--- config.mk ---
export PLATFORM = sky130hd
export DESIGN_NAME = pxsync_top
export DESIGN_NICKNAME = d
export VERILOG_FILES = /design/src/rtl/pxsync_pkg.sv /design/src/rtl/pxsync_sync.sv /design/src/rtl/pxsync_ctrl.sv /design/src/rtl/pxsync_path.sv /design/src/rtl/pxsync_top.sv
export SDC_FILE = /design/constraint.sdc
export NUM_CORES = 1
export LEC_CHECK = 0
export BUFFER_PORTS_ARGS = -buffer_cell sky130_fd_sc_hd__buf_4
export CORE_MARGIN = 4
export CORE_UTILIZATION = 46
export CTS_CLUSTER_DIAMETER = 200
export DETAILED_ROUTE_END_ITERATION = 10
export PLACE_DENSITY = 0.71
export SLEW_MARGIN = 5
export SYNTH_ARGS = -nofsm -noshare
export SYNTH_HDL_FRONTEND = slang
export SYNTH_HIERARCHICAL = 1
export SYNTH_SLANG_ARGS = --single-unit
--- constraint.sdc ---
create_clock -name clk -period 1.19 [get_ports clk]
set_input_delay 0.1785 -clock clk [delete_from_list [all_inputs] [get_ports clk]]
set_output_delay 0.1785 -clock clk [all_outputs]
set_load 0.02 [all_outputs]
--- src/rtl/pxsync_pkg.sv ---
package pxsync_pkg;

  // Strobes handed from the control half to the datapath half.
  typedef struct packed {
    logic pulse;        // internal sync pulse, one clock in detect mode
    logic video;        // cycle right after the pulse ends
    logic clampSample;  // capture enable for the clamp request bit
  } pxStrobes_t;

  localparam int unsigned POS_COUNT = 4;  // reset-strobe positions 00..11
  localparam logic [1:0]  POS_NORMAL = 2'b01;

endpackage

--- src/rtl/pxsync_sync.sv ---
module pxsync_sync #(
  parameter int unsigned STAGES = 2
) (
  input  logic clk,
  input  logic rst_n,
  input  logic asyncIn,
  output logic syncOut
);

  logic [STAGES-1:0] chain;

  always_ff @(posedge clk) begin
    if (!rst_n) chain <= '0;
    else        chain <= {chain[STAGES-2:0], asyncIn};
  end

  assign syncOut = chain[STAGES-1];

endmodule

--- src/rtl/pxsync_ctrl.sv ---
module pxsync_ctrl
  import pxsync_pkg::*;
#(
  parameter int unsigned DELAY_W = 3
) (
  input  logic               clk,
  input  logic               rst_n,
  input  logic               syncLvl,
  input  logic               detectEn,
  input  logic               edgeRising,
  input  logic [DELAY_W-1:0] delaySel,
  output pxStrobes_t         strobes
);

  logic               syncPrev;
  logic               pending;
  logic [DELAY_W-1:0] countQ;
  logic               pulseQ;
  logic               pulseDly;
  logic               riseSeen;
  logic               fallSeen;
  logic               edgeSeen;
  logic               zeroDelay;

  assign riseSeen  = syncLvl & ~syncPrev;
  assign fallSeen  = ~syncLvl & syncPrev;
  assign edgeSeen  = detectEn & (edgeRising ? riseSeen : fallSeen);
  assign zeroDelay = (delaySel == '0);

  always_ff @(posedge clk) begin
    if (!rst_n) begin
      syncPrev <= 1'b0;
      pending  <= 1'b0;
      countQ   <= '0;
      pulseQ   <= 1'b0;
      pulseDly <= 1'b0;
    end else begin
      syncPrev <= syncLvl;
      pulseDly <= pulseQ;
      if (!detectEn) begin
        // pass-through: synchronised level drives the pulse register
        pulseQ  <= syncLvl;
        pending <= 1'b0;
        countQ  <= '0;
      end else if (edgeSeen) begin
        // a fresh edge always restarts the delay, dropping any pending pulse
        if (zeroDelay) begin
          pulseQ  <= 1'b1;
          pending <= 1'b0;
        end else begin
          pulseQ  <= 1'b0;
          pending <= 1'b1;
          countQ  <= delaySel;
        end
      end else if (pending) begin
        countQ <= countQ - 1'b1;
        if (countQ == DELAY_W'(1)) begin
          pulseQ  <= 1'b1;
          pending <= 1'b0;
        end else begin
          pulseQ <= 1'b0;
        end
      end else begin
        pulseQ <= 1'b0;
      end
    end
  end

  assign strobes.pulse       = pulseQ;
  assign strobes.video       = pulseDly & ~pulseQ;
  assign strobes.clampSample = pulseQ;

endmodule

--- src/rtl/pxsync_path.sv ---
module pxsync_path
  import pxsync_pkg::*;
#(
  parameter int unsigned RESET_BASE = 2
) (
  input  logic       clk,
  input  logic       rst_n,
  input  pxStrobes_t strobes,
  input  logic [1:0] resetPos,
  input  logic       ratio2Mode,
  input  logic       clampReq,
  output logic       resetStrobe,
  output logic       clampStrobe
);

  // Pipe stage j is high j+1 cycles after the video strobe.
  localparam int unsigned PIPE_DEPTH = RESET_BASE + POS_COUNT - 2;

  logic                  clampHeld;
  logic [PIPE_DEPTH-1:0] rstPipe;
  logic [PIPE_DEPTH-1:0] clampPipe;
  logic [POS_COUNT-1:0]  rstTaps;
  logic [POS_COUNT-1:0]  clampTaps;
  logic [1:0]            posEff;

  always_ff @(posedge clk) begin
    if (!rst_n) begin
      clampHeld <= 1'b0;
      rstPipe   <= '0;
      clampPipe <= '0;
    end else begin
      if (strobes.clampSample) clampHeld <= clampReq;
      rstPipe   <= {rstPipe[PIPE_DEPTH-2:0], strobes.video};
      clampPipe <= {clampPipe[PIPE_DEPTH-2:0], strobes.video & clampHeld};
    end
  end

  for (genvar p = 0; p < POS_COUNT; p++) begin : g_tap
    assign rstTaps[p]   = rstPipe[RESET_BASE + p - 2];
    assign clampTaps[p] = clampPipe[RESET_BASE + p - 2];
  end

  assign posEff      = ratio2Mode ? POS_NORMAL : resetPos;
  assign resetStrobe = rstTaps[posEff];
  assign clampStrobe = clampTaps[posEff];

endmodule

--- src/rtl/pxsync_top.sv ---
module pxsync_top
  import pxsync_pkg::*;
#(
  parameter int unsigned SYNC_STAGES = 2,
  parameter int unsigned DELAY_W     = 3,
  parameter int unsigned RESET_BASE  = 2
) (
  input  logic               clk,
  input  logic               rst_n,
  input  logic               syncIn,
  input  logic               detectEn,
  input  logic               edgeRising,
  input  logic [DELAY_W-1:0] delaySel,
  input  logic [1:0]         resetPos,
  input  logic               ratio2Mode,
  input  logic               clampReq,
  output logic               syncPulse,
  output logic               videoStrobe,
  output logic               resetStrobe,
  output logic               clampStrobe
);

  logic       syncLvl;
  pxStrobes_t strobes;

  pxsync_sync #(.STAGES(SYNC_STAGES)) i_sync (
    .clk     (clk),
    .rst_n   (rst_n),
    .asyncIn (syncIn),
    .syncOut (syncLvl)
  );

  pxsync_ctrl #(.DELAY_W(DELAY_W)) i_ctrl (
    .clk        (clk),
    .rst_n      (rst_n),
    .syncLvl    (syncLvl),
    .detectEn   (detectEn),
    .edgeRising (edgeRising),
    .delaySel   (delaySel),
    .strobes    (strobes)
  );

  pxsync_path #(.RESET_BASE(RESET_BASE)) i_path (
    .clk         (clk),
    .rst_n       (rst_n),
    .strobes     (strobes),
    .resetPos    (resetPos),
    .ratio2Mode  (ratio2Mode),
    .clampReq    (clampReq),
    .resetStrobe (resetStrobe),
    .clampStrobe (clampStrobe)
  );

  assign syncPulse   = strobes.pulse;
  assign videoStrobe = strobes.video;

endmodule

======== Word-level counts from Yosys, hierarchy flattened ========
Cells that the tools add are included.
storage, ports and cells
  word-level logic and storage cells ...... 43
  output and inout port bits .............. 4
  input bits .............................. 12
  register bits ........................... 18
operators by class
  $add $sub $neg .......................... 1
  eq/ne operators ......................... 2
  reductions and logical operators ........ 4
  bitwise logic cells ..................... 8
  $lt $le $gt $ge ......................... 1
  multiplexer cells ....................... 18
operator list
  cell                                                  count
  two-way mux 1 bit                                     12
  two-way mux 3 bit                                     3
  bitwise AND 1 bit                                     5
  binary-select mux 1 bit (select 2 bit)                2
  AND reduction 2 bit                                   2
  equality test 3 x 1 -> 1 bit (second input constant)  1
  logical NOT 3 bit                                     1
  < comparator 2 x 3 -> 1 bit (second input constant)   1
  inverter 1 bit                                        3
  subtractor 3 x 1 -> 3 bit (second input constant)     1
  two-way mux 2 bit                                     1
  != test 2 bit (second input constant)                 1
  nonzero test 2 bit                                    1

======== Longest topological paths before layout ========
  depth after elaboration ................. 6
  depth in mapped cells ................... 6

======== Hierarchy ========
The synthesis kept the hierarchy.
modules (own cells, without submodules)
  module       instances  cells each  area an instance (µm²)
  pxsync_ctrl  1          47          410.4
  pxsync_path  1          28          316.6
  pxsync_sync  1          4           52.6

======== Worst setup path after synthesis ========
Ideal clock, no wire load.
  path kind ............................... flip-flop to flip-flop
  start point ............................. register i_sync.chain[1]
  end point ............................... register i_ctrl.countQ[2]
  arrival ................................. 1.103 ns
  setup slack ............................. -0.031 ns
  setup time .............................. 0.118 ns
  cell stages (with the launch flop) ...... 5
  cell sequence ........................... dfxtp_1 -> nor3b_2 -> o21ai_4 -> or3_1 -> o2111a_1
on the way
  word-level cells in the longest chain between the ends .. 6
RTL lines
  what                                                                         line               RTL
  start, declared                                                              pxsync_sync.sv:10  logic [STAGES-1:0] chain;
  start signal, assigned                                                       pxsync_sync.sv:14  else chain <= {chain[STAGES-2:0], asyncIn};
  inverter 1 bit                                                               pxsync_ctrl.sv:26  assign fallSeen = ~syncLvl & syncPrev;
  bitwise AND 1 bit                                                            pxsync_ctrl.sv:26
  two-way mux 1 bit *                                                          pxsync_ctrl.sv:27  assign edgeSeen = detectEn & (edgeRising ? riseSeen : fallSeen);
  bitwise AND 1 bit *                                                          pxsync_ctrl.sv:27
  != test 2 bit (no source line) / nonzero test 2 bit (equally long branches)  -
  AND reduction 2 bit (no source line)                                         -
  end signal, assigned                                                         pxsync_ctrl.sv:53  countQ <= delaySel;
  end signal, assigned                                                         pxsync_ctrl.sv:56  countQ <= countQ - 1'b1;
  end, declared                                                                pxsync_ctrl.sv:17  logic [DELAY_W-1:0] countQ;
Mark *: on every way between the ends. The rest lies on a longest branch, timed or not.
A chain may end at the register's enable or synchronous reset.

======== Worst setup path in the final report ========
  start point ............................. register i_path.rstPipe[0]
  end point ............................... output port resetStrobe
on the way
  word-level cells in the longest chain between the ends .. 2
RTL lines
  what                                     line               RTL
  start, declared                          pxsync_path.sv:20  logic [PIPE_DEPTH-1:0] rstPipe;
  start signal, assigned                   pxsync_path.sv:33  rstPipe <= {rstPipe[PIPE_DEPTH-2:0], strobes.video};
  binary-select mux 1 bit (select 2 bit)   pxsync_path.sv:44  assign resetStrobe = rstTaps[posEff];
  two-way mux 1 bit (implied by the code)  pxsync_path.sv:44
  end, declared                            pxsync_top.sv:19   output logic resetStrobe,
Every way passes these cells. The select of a mux whose other input is x is not followed.

==> impl_metrics.tcl <==
set metrics [dict create \
    overflow 0 \
    ctsHtreeMaxLevel 1 \
    grt_max_degree 15 \
    dieHeight_um 49.17 \
    insertion_delay_ns 0.30 \
    post_cts_buffers 0 \
    reg2reg_from "i_sync/chain[1]" \
    pin_count 16 \
    syn2layout_area_growth_pct 26.48 \
    final-hold-violation-count 0 \
    grt.met3_usage 0.04281 \
    setup_ws_ns -0.3588 \
    place_congestion 0.7268 \
    hold_slack_ns 0.08105 \
    placementRows 14 \
    fin_crit_ns 1.549 \
    cts-hold-fix-buffers 0 \
    clockRootBuffer "clkbuf_4" \
    hpwl_um 1005 \
    grt_pass1_vias 569 \
    rsz0062_at_grt "true" \
    crit_family "compound AO/OA/AOI/OAI gates" \
    worst_pin_slew_ns 0.3908 \
    crit_start "i_path/rstPipe[0]" \
    yosysSeqAreaShare 0.4623 \
    grtUsageTotal 0.1247 \
    met1_usage 0.1418 \
    ant_nets 0 \
    path_clk_slew_ns 0.10 \
    synthTopCellsByArea "dfxtp_1 (46%), and2_1 (8.8%), mux2i_1 (5.1%), o22a_1 (4.5%), inv_1 (3.4%)" \
    min_from "syncIn" \
    syn_inst 79 \
    leakagePower_nw 0.4570 \
    finalCritPeriodShare 1.302 \
    power.density_nw_per_um2 1123 \
    drtPass1Iterations 4 \
    drv_slew 0 \
    status "finished with violations" \
    end_kind "output port" \
    slowest_stage "dfxtp_2" \
    arrival_ns 1.37 \
    route.detailed.drc 0 \
    hp-class "in2reg" \
    ir_drop_mv 0.7926 \
    critPathKind "reg2out" \
    drt_iter0_markers 11 \
    grt_pass1_wl_um 2283 \
    syn_nets 93 \
    cts_max_path_buffers 2 \
    max_freq_ghz 0.6456 \
    synth_area_um2 779.5 \
    numCtsBuffers 3 \
    fin_nets 113 \
    path_cells "mux2_4, o22a_1, o22a_1, buf_6" \
    maxCapViolations 0 \
    yosysWarnings 6 \
    post_drt_wl_per_cell_um 12.06 \
    port-buffer-count 15 \
    tritoncts "built" \
    violations "negative setup slack" \
    wirelength_um 1375 \
    dieArea_um2 2417 \
    busiest_layer "met2" \
    setup_viol 7 \
    yosysTopAreaCellShare 0.4623 \
    cp.required_ns 1.01 \
    finalPower_mw 1.107 \
    relSlewSlack 0.7375 \
    start_util 0.5000 \
    synth_largest_area_cell "dfxtp_1" \
    vias_per_cell 5.211 \
    die_w_um 49.17 \
    drive_above_1_share 0.3469 \
    antenna_found_initial 0 \
    cts_num_sinks 18 \
    cp_max_fo 2 \
    vias 594 \
    cp-start-kind "flop" \
    finalClockSkew_ns 0.003453 \
    design.core.area_um2 1559 \
    ys_ff_latch 18 \
    crit_top_cell "o22a_1" \
    grt_util_met2 0.1875 \
    netlist-cell-type-count 25 \
    critPathMaxStageDelay_ns 0.33 \
    syn_avg_cell_area_um2 9.867 \
    nFillCells 138 \
    n_antenna_cell 0 \
    path_buf_inv 1 \
]
-- cell usage in the layout, fill, tap and decap left out --
cell / netlist / layout
nor2b_1: 2 / 1
o21ai_1: 0 / 1
nor3_1: 2 / 2
mux2_4: 0 / 2
a21oi_1: 2 / 2
nor2_2: 0 / 1
nor3b_4: 0 / 1
clkbuf_4: 0 / 3
mux2i_1: 4 / 4
and3_1: 1 / 1
o22a_1: 4 / 4
nor2b_2: 0 / 1
and3b_4: 1 / 1
xnor2_1: 1 / 1
nand2_1: 4 / 4
ha_1: 2 / 2
o2111a_1: 1 / 1
dfxtp_2: 0 / 6
buf_6: 0 / 3
o21ai_4: 1 / 1
or3_1: 1 / 1
nor2_1: 5 / 4
dfxtp_1: 18 / 12
o22ai_1: 2 / 2
clkbuf_8: 0 / 1
o21ai_0: 2 / 1
buf_4: 2 / 14
and2_1: 11 / 11
mux2_1: 2 / 1
o21bai_1: 1 / 1
nand3_1: 1 / 1
inv_1: 7 / 7
-- kinds of logic (layout without fill, tap and decap cells) --
group / Yosys count / count (layout) / synth area share
XOR/XNOR: 1 / 1 / 0.01124
AND/OR/NAND/NOR: 29 / 29 / 0.2151
multiplexers: 7 / 7 / 0.09470
adder cells (fa/ha/maj): 2 / 2 / 0.03210
flip-flops: 18 / 18 / 0.4623
buffers and inverters: 9 / 28 / 0.05297
AO/OA/AOI/OAI: 13 / 13 / 0.1316
-- per-stage QoR --
step / util / area, um^2 / instances / setup WS [ns] / setup TNS (ns)
after floorplan: - / 779.5 / 79 / -0.01135 / -0.01135
after global placement: 0.5851 / 912.1 / 110 / -0.1003 / -0.2781
after detailed placement: 0.5851 / 912.1 / 110 / -0.1131 / -0.3531
after CTS: 0.6252 / 974.7 / 114 / -0.3827 / -1.043
after global routing: 0.6324 / 985.9 / 114 / -0.4228 / -1.362
final: 0.6324 / 985.9 / 114 / -0.3588 / -0.9393
-- Yosys cell counts --
library cell,instances
dfxtp_1,18
o22a_1,4
a21oi_1,2
o2111a_1,1
o21ai_4,1
nor2_1,5
and3_1,1
or3_1,1
and3b_4,1
xnor2_1,1
mux2i_1,4
and2_1,11
mux2_2,1
nor2b_1,2
ha_1,2
o21bai_1,1
o21ai_0,2
nand2_1,4
o22ai_1,2
nor3b_2,1
inv_1,7
buf_4,2
nand3_1,1
mux2_1,2
nor3_1,2
-- what timing repair did --
action,4_1_cts,5_1_grt
resized for setup,10,5
pin swaps,7,3
endpoints found under the setup margin,7,8
endpoints found under the hold margin,0,0
-- flip-flops by register name, indices dropped and copies added, names as in the netlist --
register,count
i_ctrl/countQ,3
i_ctrl/pending,1
i_ctrl/pulseDly,1
i_ctrl/pulseQ,1
i_ctrl/syncPrev,1
i_path/clampHeld,1
i_path/clampPipe,4
i_path/rstPipe,4
i_sync/chain,2
-- area by class of cell --
| class | count | area (um^2) | share of cell area |
|---|---|---|---|
| clock buffers | 4 | 36.28 | 0.03680 |
| inverters | 7 | 26.28 | 0.02665 |
| multi-input cells | 52 | 396.6 | 0.4023 |
| flip-flops and latches | 18 | 367.9 | 0.3731 |
| well taps | 16 | 20.02 | 0.02030 |
| repair buffers | 17 | 138.9 | 0.1409 |
-- worst reg2reg max path: stages, from the launching register on --
cell      delay (ns)
dfxtp_2         0.36
nor3b_4         0.24
o21ai_4         0.13
or3_1           0.33
o2111a_1        0.15
-- layer usage --
layer | share of wire | wire length (um) | up-vias
met5 | 0 | 0 | -
met4 | 0.032 | 44 | 0
met3 | 0.049 | 68 | 5
met2 | 0.45 | 624 | 12
met1 | 0.46 | 637 | 271
li1 | - | - | 306
-- final timing paths --
kind / end / slack, ns / depth (start not counted)
worst min-delay path: i_sync/chain[0] / 0.08 / 2
worst max-delay path: resetStrobe / -0.36 / 4
worst max register to register: i_ctrl/countQ[2] / -0.12 / 4
worst min register to register: i_path/clampPipe[3] / 0.46 / 1
-- power by group --
group	switching, mW	internal (mW)	leakage, nW	total, mW
clock	0.193	0.187	0.0210	0.380
combinational	0.0499	0.0615	0.287	0.111
sequential	0.00568	0.610	0.148	0.616
No activity file was read; power rests on OpenSTA's default activity.
